===== src/rtl/sclr_pkg.sv =====
package sclr_pkg;

  typedef enum logic [2:0] {
    CZ_NONE  = 3'd0,
    CZ_DIS   = 3'd1,
    CZ_EXIT  = 3'd2,
    CZ_STOP  = 3'd3,
    CZ_START = 3'd4,
    CZ_DATA  = 3'd5,
    CZ_WREL  = 3'd6
  } cause_e;

  // Fixed-priority choice among candidate release causes.
  function automatic cause_e pick_cause(
    input logic dis, input logic ext, input logic stp,
    input logic sta, input logic dat, input logic wre);
    if (dis)      return CZ_DIS;
    else if (ext) return CZ_EXIT;
    else if (stp) return CZ_STOP;
    else if (sta) return CZ_START;
    else if (dat) return CZ_DATA;
    else if (wre) return CZ_WREL;
    else          return CZ_NONE;
  endfunction

  // Next edge count inside a frame, wrapping after the last bit.
  function automatic int unsigned next_count(input int unsigned cur, input int unsigned bits);
    return (cur == bits - 1) ? 0 : cur + 1;
  endfunction

endpackage


===== src/rtl/sclr_frame_counter.sv =====
module sclr_frame_counter #(
  parameter int unsigned FRAME_BITS = 9,
  localparam int unsigned CW = (FRAME_BITS > 1) ? $clog2(FRAME_BITS) : 1
) (
  input  logic clk,
  input  logic rst_n,
  input  logic scl_in,
  input  logic enable,
  input  logic clear,
  input  logic holding,
  output logic scl_fall,
  output logic stretch_start
);
  logic          scl_q;
  logic [CW-1:0] cnt_q;
  logic          at_last;

  assign scl_fall      = scl_q & ~scl_in;
  assign at_last       = (int'(cnt_q) == int'(FRAME_BITS) - 1);
  assign stretch_start = enable & ~clear & ~holding & scl_fall & at_last;

  always_ff @(posedge clk or negedge rst_n) begin
    if (!rst_n) begin
      scl_q <= 1'b1;
      cnt_q <= '0;
    end else begin
      scl_q <= scl_in;
      if (!enable || clear)
        cnt_q <= '0;
      else if (scl_fall && !holding)
        cnt_q <= CW'(sclr_pkg::next_count(int'(cnt_q), FRAME_BITS));
    end
  end
endmodule


===== src/rtl/sclr_release_arb.sv =====
module sclr_release_arb
  import sclr_pkg::*;
(
  input  logic   clk,
  input  logic   rst_n,
  input  logic   holding,
  input  logic   if_en,
  input  logic   wake_mode,
  input  logic   is_master,
  input  logic   wr_shift,
  input  logic   wr_wrel,
  input  logic   wr_stt,
  input  logic   wr_spt,
  input  logic   wr_lrel,
  output cause_e cause,
  output logic   exit_evt
);
  logic en_q;
  logic dis_evt;
  logic lrel_evt;
  logic rel_ok;

  assign dis_evt  = en_q & ~if_en;
  assign lrel_evt = if_en & wr_lrel;
  assign rel_ok   = if_en & holding & ~wake_mode;
  assign exit_evt = dis_evt | lrel_evt;

  assign cause = pick_cause(dis_evt, lrel_evt,
                            rel_ok & is_master & wr_spt,
                            rel_ok & is_master & wr_stt,
                            rel_ok & wr_shift,
                            rel_ok & wr_wrel);

  always_ff @(posedge clk or negedge rst_n) begin
    if (!rst_n) en_q <= 1'b0;
    else        en_q <= if_en;
  end
endmodule


===== src/rtl/sclr_hold_ctrl.sv =====
module sclr_hold_ctrl
  import sclr_pkg::*;
(
  input  logic   clk,
  input  logic   rst_n,
  input  logic   if_en,
  input  logic   stretch_start,
  input  cause_e cause,
  output logic   scl_hold,
  output logic   resume_tx,
  output logic   resume_rx,
  output logic   restart_req,
  output logic   stop_req,
  output logic   bus_exit
);
  logic hold_d;

  always_comb begin
    hold_d = scl_hold;
    if (!if_en || cause != CZ_NONE) hold_d = 1'b0;
    else if (stretch_start)         hold_d = 1'b1;
  end

  always_ff @(posedge clk or negedge rst_n) begin
    if (!rst_n) begin
      scl_hold    <= 1'b0;
      resume_tx   <= 1'b0;
      resume_rx   <= 1'b0;
      restart_req <= 1'b0;
      stop_req    <= 1'b0;
      bus_exit    <= 1'b0;
    end else begin
      scl_hold    <= hold_d;
      resume_tx   <= (cause == CZ_DATA);
      resume_rx   <= (cause == CZ_WREL);
      restart_req <= (cause == CZ_START);
      stop_req    <= (cause == CZ_STOP);
      bus_exit    <= (cause == CZ_DIS) || (cause == CZ_EXIT);
    end
  end
endmodule


===== src/rtl/scl_hold_release.sv =====
module scl_hold_release #(
  parameter int unsigned FRAME_BITS = 9
) (
  input  logic clk,
  input  logic rst_n,
  input  logic scl_in,
  input  logic start_seen,
  input  logic is_master,
  input  logic if_en,
  input  logic wake_mode,
  input  logic wr_shift,
  input  logic wr_wrel,
  input  logic wr_stt,
  input  logic wr_spt,
  input  logic wr_lrel,
  output logic scl_hold,
  output logic resume_tx,
  output logic resume_rx,
  output logic restart_req,
  output logic stop_req,
  output logic bus_exit
);
  import sclr_pkg::*;

  // Named internal events, observed by the bound checker.
  logic   scl_fall;
  logic   stretch_start;
  logic   exit_evt;
  logic   release_any;
  cause_e cause;

  assign release_any = (cause != CZ_NONE);

  sclr_frame_counter #(.FRAME_BITS(FRAME_BITS)) u_cnt (
    .clk           (clk),
    .rst_n         (rst_n),
    .scl_in        (scl_in),
    .enable        (if_en),
    .clear         (start_seen | exit_evt | release_any),
    .holding       (scl_hold),
    .scl_fall      (scl_fall),
    .stretch_start (stretch_start)
  );

  sclr_release_arb u_arb (
    .clk       (clk),
    .rst_n     (rst_n),
    .holding   (scl_hold),
    .if_en     (if_en),
    .wake_mode (wake_mode),
    .is_master (is_master),
    .wr_shift  (wr_shift),
    .wr_wrel   (wr_wrel),
    .wr_stt    (wr_stt),
    .wr_spt    (wr_spt),
    .wr_lrel   (wr_lrel),
    .cause     (cause),
    .exit_evt  (exit_evt)
  );

  sclr_hold_ctrl u_hold (
    .clk           (clk),
    .rst_n         (rst_n),
    .if_en         (if_en),
    .stretch_start (stretch_start),
    .cause         (cause),
    .scl_hold      (scl_hold),
    .resume_tx     (resume_tx),
    .resume_rx     (resume_rx),
    .restart_req   (restart_req),
    .stop_req      (stop_req),
    .bus_exit      (bus_exit)
  );
endmodule


===== config.mk =====
export PLATFORM = sky130hd
export DESIGN_NAME = scl_hold_release
export DESIGN_NICKNAME = d
export VERILOG_FILES = /design/src/rtl/sclr_pkg.sv /design/src/rtl/sclr_frame_counter.sv /design/src/rtl/sclr_release_arb.sv /design/src/rtl/sclr_hold_ctrl.sv /design/src/rtl/scl_hold_release.sv
export SDC_FILE = /design/constraint.sdc
export NUM_CORES = 1
export LEC_CHECK = 0
export BUFFER_PORTS_ARGS = -buffer_cell sky130_fd_sc_hd__buf_2
export CAP_MARGIN = 20
export CORE_UTILIZATION = 43
export DETAILED_ROUTE_END_ITERATION = 16
export GPL_TIMING_DRIVEN = 0
export PLACE_DENSITY = 0.8
export SKIP_LAST_GASP = 1
export SLEW_MARGIN = 30
export SYNTH_ARGS = -nofsm -noshare
export SYNTH_HDL_FRONTEND = slang
export SYNTH_SLANG_ARGS = --single-unit

===== constraint.sdc =====
create_clock -name clk -period 1.4 [get_ports clk]
set_input_delay 0.21 -clock clk [delete_from_list [all_inputs] [get_ports clk]]
set_output_delay 0.21 -clock clk [all_outputs]
set_load 0.02 [all_outputs]

==> flow_summary_export.csv <==
group,metric,value,unit
status,run_status,"complete, but fails checks",
status,failed_checks,"negative setup slack",
critical_path,arrival,1.77,ns
route,via_count,538,
synthesis,syn_nets,68,
critical_path,r2r_slack,-0.18,ns
placed_design,placed_cell_area,716,um2
global_route,grt_pass1_vias,476,
synthesis,syn-cell-area,602,um2
critical_path,path_delay_family,"compound AO/OA/AOI/OAI gates",
global_route,antenna_found_initial,0,
critical_path,critPathSlowestCell,"dfstp_2",
route,wl_met1,580,um
placed_design,pre_cts_slack,-0.228,ns
global_route,grt_overflow_total,0,
placed_design,gp_congestion,0.821,
power,peakVddDrop,0.526,mV
route,initialDrtViolationCount,15,
clocking,cts_max_path_buffers,2,
synthesis,syn_avg_cell_area,11.1,um2
sta,tns,-0.383,ns
die,core,1300,um2
synthesis,synth_ff_type,"dfrtp_1",
hold_path,hold_class,"input port to register",
critical_path,start_kind,"register",
sta,worst_pin_slew,0.438,ns
clocking,clk_latency,0.27,ns
synthesis,synth_edf_count,0,
finish,area_growth,33.3,%
clocking,path_clk_slew,0.07,ns
clocking,clkSinkCount,12,
clocking,cts_buffers,3,
clocking,htreeDepth,1,
route,drt-vias-per-instance,5.72,
sta,period_share,1.13,
route,routed-wl-met3,77,um
global_route,grt_max_degree,13,
sta,setup_ws,-0.183,ns
run,max-cap-violations,0,
sta,rsz0062_at_grt,"yes",
critical_path,crit_path_end_kind,"register",
finish,fin_area,802,um2
global_route,grt_use_total,0.191,
finish,drive_gt1_frac,0.430,
critical_path,critPathMaxFanout,4,
clocking,root_buffer,"clkbuf_4",
sta,period_minus_slack,1.58,ns
placed_design,io_buffers,17,
sta,hold_viol_final,0,
sta,slew_headroom,0.706,
placed_design,hpwl,863,um
critical_path,path_class,"register to register",
synthesis,syn_inst,54,
power,powerDensity,879,nW/um2
critical_path,worstPathCellList,"or3b_4 > a311o_1 > a221oi_2",
route,ant_nets,0,
route,wl_per_cell,14.0,um
synthesis,synth_warnings,0,
sta,fmax,632,MHz
power,power.total,705,uW
route,drc_errors,0,
critical_path,cp.required,1.58,ns
sta,setup_viol,4,
critical_path,worstPathBufferInverterCount,0,
synthesis,synth_cell_types,26,
die,ios,18,
die,start_util,0.462,
synthesis,synth_seq_cells,12,
sta,skew,0.00281,ns
die,die-area,1550,um2
sta,slew_viol_final,0,
route,finalWirelength,1320,um
die,row_count,13,
finish,finalNetCount,94,
route,wl_met2,652,um
route,dr.pass1.iters,4,
synthesis,async_flop_share,1.00,
critical_path,critPathMaxStageDelay,0.53,ns
die,die-height,39.4,um
finish,diodes,0,
power,leakage,0.000371,uW
synthesis,yosysSeqAreaShare,0.501,
die,die_x,39.4,um
clocking,cts_tree,"done",
route,top_layer,"met4",
global_route,grt_pass1_wl,1940,um
-- layout by cell type (no fill, tap or decap) --
cell type / Yosys / layout
buf_2: 1 / 17
dfrtp_1: 11 / 10
nand2_1: 5 / 5
buf_4: 0 / 4
nand4b_1: 3 / 3
nor2_1: 3 / 3
mux2i_1: 3 / 3
clkbuf_4: 0 / 3
inv_2: 0 / 2
nor2b_1: 2 / 2
a21oi_1: 2 / 2
inv_1: 4 / 2
a211oi_1: 2 / 2
nor3_1: 1 / 1
nor4b_1: 1 / 1
a21o_1: 1 / 1
o21ai_1: 2 / 1
or3b_4: 0 / 1
a311o_1: 1 / 1
a221oi_2: 1 / 1
o21ai_2: 0 / 1
and2_1: 1 / 1
a2bb2oi_1: 1 / 1
a221oi_1: 1 / 1
or4bb_1: 1 / 1
a2111o_1: 1 / 1
a22oi_2: 0 / 1
and4bb_1: 1 / 1
ha_4: 0 / 1
ha_1: 2 / 1
clkbuf_8: 0 / 1
dlygate4sd3_1: 0 / 1
dfstp_2: 1 / 1
dfrtp_2: 0 / 1
-- metal layers --
metal,track usage,vias to the layer above
li1,-,252
met1,0.242,256
met2,0.295,28
met3,0.0511,2
met4,0.0948,0
met5,0,-
-- worst reg2reg max path, stage by stage (launching register included) --
cell and delay, ns:
dfstp_2 0.53, or3b_4 0.40, a311o_1 0.34, a221oi_2 0.23
-- synthesized netlist by cell type, types with 2 or more instances --
cell,number,area share
mux2i_1,3,0.050
a211oi_1,2,0.025
o21ai_1,2,0.017
dfrtp_1,11,0.46
nand2_1,5,0.031
inv_1,4,0.025
nor2_1,3,0.019
nor2b_1,2,0.021
nand4b_1,3,0.044
ha_1,2,0.042
a21oi_1,2,0.017
-- cell families (layout without fill, tap and decap cells) --
group / count (synthesis) / in the layout / synth area share
flops: 12 / 12 / 0.501
simple gates: 19 / 19 / 0.202
compound gates: 13 / 13 / 0.173
buf+inv: 5 / 30 / 0.0332
fa+ha+maj: 2 / 2 / 0.0416
mux: 3 / 3 / 0.0499
-- registers in the layout, indices dropped and copies added, names as in the netlist --
register and count:
u_hold.resume_rx 1, u_hold.bus_exit 1, u_arb.en_q 1, u_hold.stop_req 1, u_hold.scl_hold 1, u_hold.resume_tx 1, u_cnt.scl_q 1, u_hold.restart_req 1
u_cnt.cnt_q 4
-- report_power, final --
| group | switching (uW) | internal, uW |
|---|---|---|
| Clock | 117 | 158 |
| Combinational | 41.1 | 33.2 |
| Sequential | 1.92 | 353 |
-- what timing repair did --
action / in CTS / in global routing
resized for setup: 4 / 2
setup endpoints to repair: 4 / 5
hold buffers: 1 / 0
endpoints found under the hold margin: 11 / 0
setup buffers: 4 / 0
pin swaps: 4 / 5
-- stage by stage --
| step | utilization | hold WS, ns | cells |
|---|---|---|---|
| floorplan | - | -0.0856 | 54 |
| global placement | 0.550 | 0.0978 | 86 |
| detailed placement | 0.550 | 0.104 | 86 |
| CTS | 0.619 | 0.0462 | 95 |
| global route | 0.616 | 0.0420 | 94 |
| finish | 0.616 | 0.0522 | 94 |
-- worst paths after layout --
check / endpoint / cells after the start / startpoint
worst min-delay path: u_cnt.scl_q / 1 / scl_in
min in group asynchronous: u_arb.en_q / 2 / rst_n
max in group asynchronous: u_cnt.scl_q / 2 / rst_n
worst max-delay path: u_cnt.cnt_q[0] / 3 / u_cnt.scl_q
worst min register to register: u_cnt.cnt_q[3] / 2 / u_cnt.cnt_q[3]
worst max register to register: u_cnt.cnt_q[0] / 3 / u_cnt.scl_q
-- area by class of cell --
type	instances	area, um2
timing repair buffer	22	125
sequential	12	303
fill	111	499
multi-input combinational	37	304
tap	15	18.8
inverter	4	15.0
clock buffer	4	36.3
No activity file was read; power rests on OpenSTA's default activity.
